===== src/rtl/adc_seq_pkg.sv =====
package adc_seq_pkg;
    typedef enum logic [1:0] {
        SEQ_IDLE = 2'd0,
        SEQ_CAL  = 2'd1,
        SEQ_CONV = 2'd2
    } seq_state_e;

    localparam int unsigned DEF_DATA_W      = 20;
    localparam int unsigned DEF_CAL_CYCLES  = 3246;
    localparam int unsigned DEF_CONV_FIRST  = 1624;
    localparam int unsigned DEF_CONV_CONT   = 1622;
    localparam int unsigned DEF_MODE_LEAD   = 82;
    localparam int unsigned DEF_SYNC_STAGES = 2;
endpackage


===== src/rtl/adc_seq_sync.sv =====
module adc_seq_sync #(
    parameter int unsigned SYNC_STAGES = 2
) (
    input  logic clk,
    input  logic rst_n,
    input  logic cnv_i,
    input  logic cal_i,
    input  logic addr_i,
    output logic cnv_lvl,
    output logic cal_lvl,
    output logic addr_lvl,
    output logic cnv_rise
);
    localparam int unsigned TOP = SYNC_STAGES - 1;

    logic [SYNC_STAGES-1:0] cnv_sh;
    logic [SYNC_STAGES-1:0] cal_sh;
    logic [SYNC_STAGES-1:0] addr_sh;
    logic                   cnv_prev;

    always_ff @(posedge clk or negedge rst_n) begin
        if (!rst_n) begin
            cnv_sh   <= '0;
            cal_sh   <= '0;
            addr_sh  <= '0;
            cnv_prev <= 1'b0;
        end else begin
            cnv_sh   <= {cnv_sh[SYNC_STAGES-2:0], cnv_i};
            cal_sh   <= {cal_sh[SYNC_STAGES-2:0], cal_i};
            addr_sh  <= {addr_sh[SYNC_STAGES-2:0], addr_i};
            cnv_prev <= cnv_sh[TOP];
        end
    end

    assign cnv_lvl  = cnv_sh[TOP];
    assign cal_lvl  = cal_sh[TOP];
    assign addr_lvl = addr_sh[TOP];
    assign cnv_rise = cnv_sh[TOP] & ~cnv_prev;
endmodule


===== src/rtl/adc_seq_timer.sv =====
module adc_seq_timer #(
    parameter int unsigned CNT_W = 12
) (
    input  logic             clk,
    input  logic             rst_n,
    input  logic             clr,
    output logic [CNT_W-1:0] cnt
);
    always_ff @(posedge clk or negedge rst_n) begin
        if (!rst_n) begin
            cnt <= '0;
        end else if (clr) begin
            cnt <= '0;
        end else begin
            cnt <= cnt + 1'b1;
        end
    end
endmodule


===== src/rtl/adc_seq_fmt.sv =====
module adc_seq_fmt #(
    parameter int unsigned DATA_W = 20
) (
    input  logic              clk,
    input  logic              rst_n,
    input  logic [DATA_W-1:0] res_i,
    input  logic              res_vld,
    input  logic              bp_i,
    input  logic              mode_take,
    input  logic              load,
    output logic [DATA_W-1:0] dout
);
    localparam logic [DATA_W-1:0] BIP_OFS = {1'b1, {(DATA_W-1){1'b0}}};

    logic [DATA_W-1:0] res_q;
    logic              mode_q;

    always_ff @(posedge clk or negedge rst_n) begin
        if (!rst_n) begin
            res_q  <= '0;
            mode_q <= 1'b0;
            dout   <= '0;
        end else begin
            if (res_vld) begin
                res_q <= res_i;
            end
            if (mode_take) begin
                mode_q <= bp_i;
            end
            if (load) begin
                dout <= res_q + (mode_q ? BIP_OFS : '0);
            end
        end
    end
endmodule


===== src/rtl/adc_seq_ctrl.sv =====
module adc_seq_ctrl
    import adc_seq_pkg::*;
#(
    parameter int unsigned DATA_W      = DEF_DATA_W,
    parameter int unsigned CAL_CYCLES  = DEF_CAL_CYCLES,
    parameter int unsigned CONV_FIRST  = DEF_CONV_FIRST,
    parameter int unsigned CONV_CONT   = DEF_CONV_CONT,
    parameter int unsigned MODE_LEAD   = DEF_MODE_LEAD,
    parameter int unsigned SYNC_STAGES = DEF_SYNC_STAGES
) (
    input  logic              clk,
    input  logic              rst_n,
    input  logic              cal_req,
    input  logic              cnv_req,
    input  logic              addr,
    input  logic              bipolar,
    input  logic [DATA_W-1:0] flt_data,
    input  logic              flt_vld,
    output logic              ch_sel,
    output logic              cal_busy,
    output logic              conv_busy,
    output logic              drdy_n,
    output logic [DATA_W-1:0] res_out
);
    localparam int unsigned LONG_A  = (CAL_CYCLES > CONV_FIRST) ? CAL_CYCLES : CONV_FIRST;
    localparam int unsigned LONGEST = (LONG_A > CONV_CONT) ? LONG_A : CONV_CONT;
    localparam int unsigned CNT_W   = $clog2(LONGEST);

    localparam logic [CNT_W-1:0] CAL_LAST   = CNT_W'(CAL_CYCLES - 1);
    localparam logic [CNT_W-1:0] FIRST_LAST = CNT_W'(CONV_FIRST - 1);
    localparam logic [CNT_W-1:0] CONT_LAST  = CNT_W'(CONV_CONT - 1);
    localparam logic [CNT_W-1:0] FIRST_TAKE = CNT_W'(CONV_FIRST - 1 - MODE_LEAD);
    localparam logic [CNT_W-1:0] CONT_TAKE  = CNT_W'(CONV_CONT - 1 - MODE_LEAD);

    seq_state_e       state;
    seq_state_e       state_nx;
    logic             first_q;
    logic             first_nx;
    logic [CNT_W-1:0] cnt;
    logic             cnt_clr;
    logic             ch_take;
    logic             conv_done;
    logic             period_end;
    logic             mode_take;
    logic             cnv_lvl;
    logic             cal_lvl;
    logic             addr_lvl;
    logic             cnv_rise;

    adc_seq_sync #(.SYNC_STAGES(SYNC_STAGES)) u_sync (
        .clk      (clk),
        .rst_n    (rst_n),
        .cnv_i    (cnv_req),
        .cal_i    (cal_req),
        .addr_i   (addr),
        .cnv_lvl  (cnv_lvl),
        .cal_lvl  (cal_lvl),
        .addr_lvl (addr_lvl),
        .cnv_rise (cnv_rise)
    );

    adc_seq_timer #(.CNT_W(CNT_W)) u_timer (
        .clk   (clk),
        .rst_n (rst_n),
        .clr   (cnt_clr),
        .cnt   (cnt)
    );

    // Phase end and format sampling point depend on state and first-flag.
    always_comb begin
        if (state == SEQ_CAL) begin
            period_end = (cnt == CAL_LAST);
        end else begin
            period_end = first_q ? (cnt == FIRST_LAST) : (cnt == CONT_LAST);
        end
        mode_take = (state == SEQ_CONV) &&
                    (first_q ? (cnt == FIRST_TAKE) : (cnt == CONT_TAKE));
    end

    // Next-state and transition decode.
    always_comb begin
        state_nx  = state;
        first_nx  = first_q;
        cnt_clr   = 1'b0;
        ch_take   = 1'b0;
        conv_done = 1'b0;
        unique case (state)
            SEQ_IDLE: begin
                cnt_clr = 1'b1;
                if (cnv_rise) begin
                    ch_take = 1'b1;
                    if (cal_lvl) begin
                        state_nx = SEQ_CAL;                 // start-cal
                    end else begin
                        state_nx = SEQ_CONV;                // start-conv
                        first_nx = 1'b1;
                    end
                end
            end
            SEQ_CAL: begin
                if (cnv_rise && cal_lvl) begin
                    ch_take = 1'b1;                         // restart-cal
                    cnt_clr = 1'b1;
                end else if (period_end) begin
                    cnt_clr = 1'b1;
                    if (cnv_lvl) begin
                        state_nx = SEQ_CONV;                // cal-to-conv
                        first_nx = 1'b1;
                    end else begin
                        state_nx = SEQ_IDLE;                // cal-to-idle
                    end
                end
            end
            SEQ_CONV: begin
                if (period_end) begin
                    conv_done = 1'b1;
                    cnt_clr   = 1'b1;
                    if (cnv_lvl) begin
                        first_nx = 1'b0;                    // repeat-conv
                    end else begin
                        state_nx = SEQ_IDLE;                // conv-to-idle
                    end
                end
            end
            default: begin
                state_nx = SEQ_IDLE;
                cnt_clr  = 1'b1;
            end
        endcase
    end

    // State register.
    always_ff @(posedge clk or negedge rst_n) begin
        if (!rst_n) begin
            state   <= SEQ_IDLE;
            first_q <= 1'b1;
        end else begin
            state   <= state_nx;
            first_q <= first_nx;
        end
    end

    // Registered outputs.
    always_ff @(posedge clk or negedge rst_n) begin
        if (!rst_n) begin
            drdy_n <= 1'b1;
            ch_sel <= 1'b0;
        end else begin
            if (conv_done) begin
                drdy_n <= 1'b0;
            end else if ((state == SEQ_CONV) && (cnt == '0)) begin
                drdy_n <= 1'b1;
            end
            if (ch_take) begin
                ch_sel <= addr_lvl;
            end
        end
    end

    adc_seq_fmt #(.DATA_W(DATA_W)) u_fmt (
        .clk       (clk),
        .rst_n     (rst_n),
        .res_i     (flt_data),
        .res_vld   (flt_vld),
        .bp_i      (bipolar),
        .mode_take (mode_take),
        .load      (conv_done),
        .dout      (res_out)
    );

    assign cal_busy  = (state == SEQ_CAL);
    assign conv_busy = (state == SEQ_CONV);
endmodule


===== config.mk =====
export PLATFORM = sky130hd
export DESIGN_NAME = adc_seq_ctrl
export DESIGN_NICKNAME = d
export VERILOG_FILES = /design/src/rtl/adc_seq_pkg.sv /design/src/rtl/adc_seq_sync.sv /design/src/rtl/adc_seq_timer.sv /design/src/rtl/adc_seq_fmt.sv /design/src/rtl/adc_seq_ctrl.sv
export SDC_FILE = /design/constraint.sdc
export NUM_CORES = 1
export LEC_CHECK = 0
export ABC_AREA = 1
export BUFFER_PORTS_ARGS = -buffer_cell sky130_fd_sc_hd__buf_2
export CORE_UTILIZATION = 44
export CTS_CLUSTER_DIAMETER = 40
export DETAILED_ROUTE_END_ITERATION = 7
export HOLD_SLACK_MARGIN = 0.05
export PLACE_DENSITY = 0.65
export SYNTH_ARGS = -nofsm -noshare
export SYNTH_HDL_FRONTEND = slang
export SYNTH_SLANG_ARGS = --single-unit

===== constraint.sdc =====
create_clock -name clk -period 1.92 [get_ports clk]
set_input_delay 0.384 -clock clk [delete_from_list [all_inputs] [get_ports clk]]
set_output_delay 0.384 -clock clk [all_outputs]
set_load 0.02 [all_outputs]

==> results.md <==
- Worst path slowest cell: dfrtp_2
- Maximum buffer depth of the clock tree: 2
- DIE WIDTH: 83.02 um
- Setup tns final: 0 ns
- CP delay by family, top: flip-flops
- Power Total: 3671 uW
- Number of port buffers: 50
- Fin crit share: 92.15%
- Post-synthesis net count: 357
- DRT Pass-1 Iters: 4
- Worst endpoint required time: 1.54 ns
- Post-DRT Antenna Nets: 0
- Peak supply drop: 0.0004801 V
- Total GRT Usage: between 10% and 20%
- Leakage: 0.001879 uW
- Skew final: 0.005783 ns
- Syn_area_per_cell: about 9 um^2
- Slew headroom: approximately 79%
- Final setup violating endpoints: 0
- Die area: 6891 um^2
- Die H: 83.02 um
- Initial core utilization: 45.48%
- Cts bufs inserted: 9
- RR Startpoint: state[1]
- Reg area: 1630 um^2
- Worst skew pair latency: 0.33 ns
- Worst Path Max Fanout: 5
- Post-synth ARST share: between 90% and 100%
- Reg clk slew, reported paths: about 0.07 ns
- Top post-synthesis cells by area: dfrtp_1, nand2_1, inv_1, o21a_1, o21ai_0
- Area of the multi-input gates: slightly above 1000 um^2
- RSZ-0062 raised after global routing: false
- Cells after Synth: between 300 and 400
- Launch point of the critical path: state[0]
- Int Power: 2613 uW
- Minimum clock period: 1.769 ns
- CP arrival: 1.39 ns
- R2r setup slk: 0.19 ns
- Fraction of layout cells with a size suffix above 1: 23.23%
- Worst R2R End: u_fmt.dout[4]
- Routability cong.: 0.8608
- CP endpoint kind: primary output
- Net Sw Power: 1058 uW
- DRT Wirelength: 5894 um
- First-pass GRT wire length: 9701 um
- Post-synth top area share: 54.59%
- Achievable Freq: 565.2 MHz
- Sequential Power Share: 42.7%
- Clk network pwr share: 34.4%
- Worst Setup Start Kind: flop
- Crit. path cell count: 3
- Most frequent cells in the layout: nand2_1, dfrtp_1, buf_2, inv_1, nor2_1
- Cell taking the most area after synthesis: dfrtp_1
- Largest net degree at the start of global routing: 48
- Mean routed wirelength per cell: approximately 12 um
- Vias: 2272
- Initial antenna violation count: 0
- Pwr dens: 1009 nW/um^2
- Row count: 29
- Root Driver: clkbuf_8
- Comb pwr share: 22.9%
- Max-cap violations: 0
- CP bufs+invs: 2
- # diodes: 0
- Syn. warnings: 0
- Vias per std cell: 4.803
- Seq/Total Area, Yosys: 56.41%
- Worst-margin pin slew: 0.3192 ns
- Reg2reg path depth: 11
- Final Hold Viols: 0
- CORE AREA: 6350 um^2
- H-tree Lvls: 3
- CP cell instances: inv_1 > ha_1 > buf_2
- Initial DRC count: 97
- Commonest non-fill, non-tap cell in the layout: nand2_1
- Max-slew violations: 0
- Clock Sinks: 65
- Status: finished clean
- Fillers: between 500 and 600
- Worst hold path type: input pin to flop
- HPWL Detailed: 3872 um
- Final Net Count: 424
- Remaining Overflow, GRT: 0
- Dominant synthesized flop cell: dfrtp_1
- Drt drc: 0
- Ports: 51
- Net Sw Frac: between 20% and 30%
- Area grow syn2layout: 25.95%
- Number of distinct library cells after synthesis: 20
- CTS tree: built
- Vias in the first global route: 2263
- Crit path kind: flop to primary output
- Synthesis-stage register bit count: 65
- Number of synthesized flops with an enable pin: 0
- Cell area after synthesis: 2888 um^2
- Crit path largest cell delay: about 0.44 ns
- End of the critical path: conv_busy
routing by layer:
| metal | part of all wire (%) | GRT usage, % |
|---|---|---|
| met5 | 0 | 0 |
| met4 | 1.6 | 9.875 |
| met3 | 5.5 | 6.064 |
| met2 | 47 | 27.27 |
| met1 | 46 | 22.14 |
worst min-delay path by stage:
stage | start | end | slack, ns | cells after the start
after global placement | u_sync.addr_sh[0] | u_sync.addr_sh[1] | 0.33 | 0
final | addr | u_sync.addr_sh[0] | 0.15 | 1
after detailed placement | u_sync.cal_sh[0] | u_sync.cal_sh[1] | 0.33 | 0
after floorplan | rst_n | ch_sel | 0.09 | 0
after CTS | addr | u_sync.addr_sh[0] | 0.13 | 1
after global routing | cnv_req | u_sync.cnv_sh[0] | 0.14 | 1
kinds of logic after synthesis:
kind of cell / count (synthesis) / share of synthesized area, %
muxes: 2 / 0.7798
DFF: 65 / 56.41
adders and majority gates: 6 / 2.600
and+or+nand+nor: 137 / 19.24
buffers and inverters: 58 / 8.448
xor gates and xnor gates: 9 / 2.730
AOI/OAI and AO/OA: 47 / 9.792
metrics by stage:
step,cell area (um^2),instances,hold WS [ns],worst slack [ns],utilization (%)
6_report,3637,473,0.1543,0.1507,57.28
5_1_grt,3637,473,0.1361,0.01065,57.28
4_1_cts,3490,464,0.1336,0.07117,54.96
3_5_place_dp,3243,447,0.3347,0.02548,51.07
3_3_place_gp,3243,447,0.3325,0.1224,51.07
2_1_floorplan,2890,324,0.08841,0.01481,-
sequential cells by signal, summed over array words and instances (netlist names):
name	flops
ch_sel	1
u_sync.cal_sh	2
u_timer.cnt	12
u_sync.addr_sh	2
drdy_n	1
u_fmt.dout	20
first_q	1
u_fmt.res_q	20
u_fmt.mode_q	1
state	2
u_sync.cnv_prev	1
u_sync.cnv_sh	2
worst reg2reg max path: stages, from the launching register on:
cell,delay (ns)
dfrtp_1,0.41
inv_2,0.09
ha_4,0.17
inv_4,0.04
nand2_1,0.05
nor2_1,0.04
nor2_1,0.12
nor2_2,0.07
nand3_2,0.13
clkinv_4,0.12
clkbuf_16,0.20
o21a_1,0.18
synth_stat cells (3+ instances only):
master     n
nand2_1   82
dfrtp_1   63
inv_1     45
nor2_1    34
o21ai_0   28
o21a_1    19
nand3_1    8
nand4_1    7
xor2_1     7
ha_1       6
clkbuf_1   4
nor3_1     4
buf_2      3
buf_6      3
inv_2      3
final cells by class:
cell class / instances / area share [%]
Clock buffer: 15 / 5.401
Clock inverter: 1 / 0.8256
Inverter: 48 / 5.160
Multi-Input combinational cell: 201 / 28.31
Sequential cell: 65 / 44.82
Tap cell: 77 / 2.649
Timing Repair Buffer: 66 / 12.83
power groups by stage:
| stage | clock network (uW) | registers [uW] | logic, uW |
|---|---|---|---|
| global placement | 0 | 1580 | 711 |
| CTS | 1300 | 1570 | 742 |
| floorplan | 0 | 1580 | 479 |
| finish | 1260 | 1570 | 841 |
| global route | 1350 | 1580 | 950 |
| detailed placement | 0 | 1590 | 724 |
repair_timing:
action                     4_1_cts  5_1_grt
hold endpoints to repair        40        0
buffers inserted                 0        5
cloned                           0        4
hold buffers                     1        0
pin swaps                        0        3
setup endpoints to repair        1       33
gates resized for setup          1        8
Note: power is estimated with default switching activity, not from simulation.
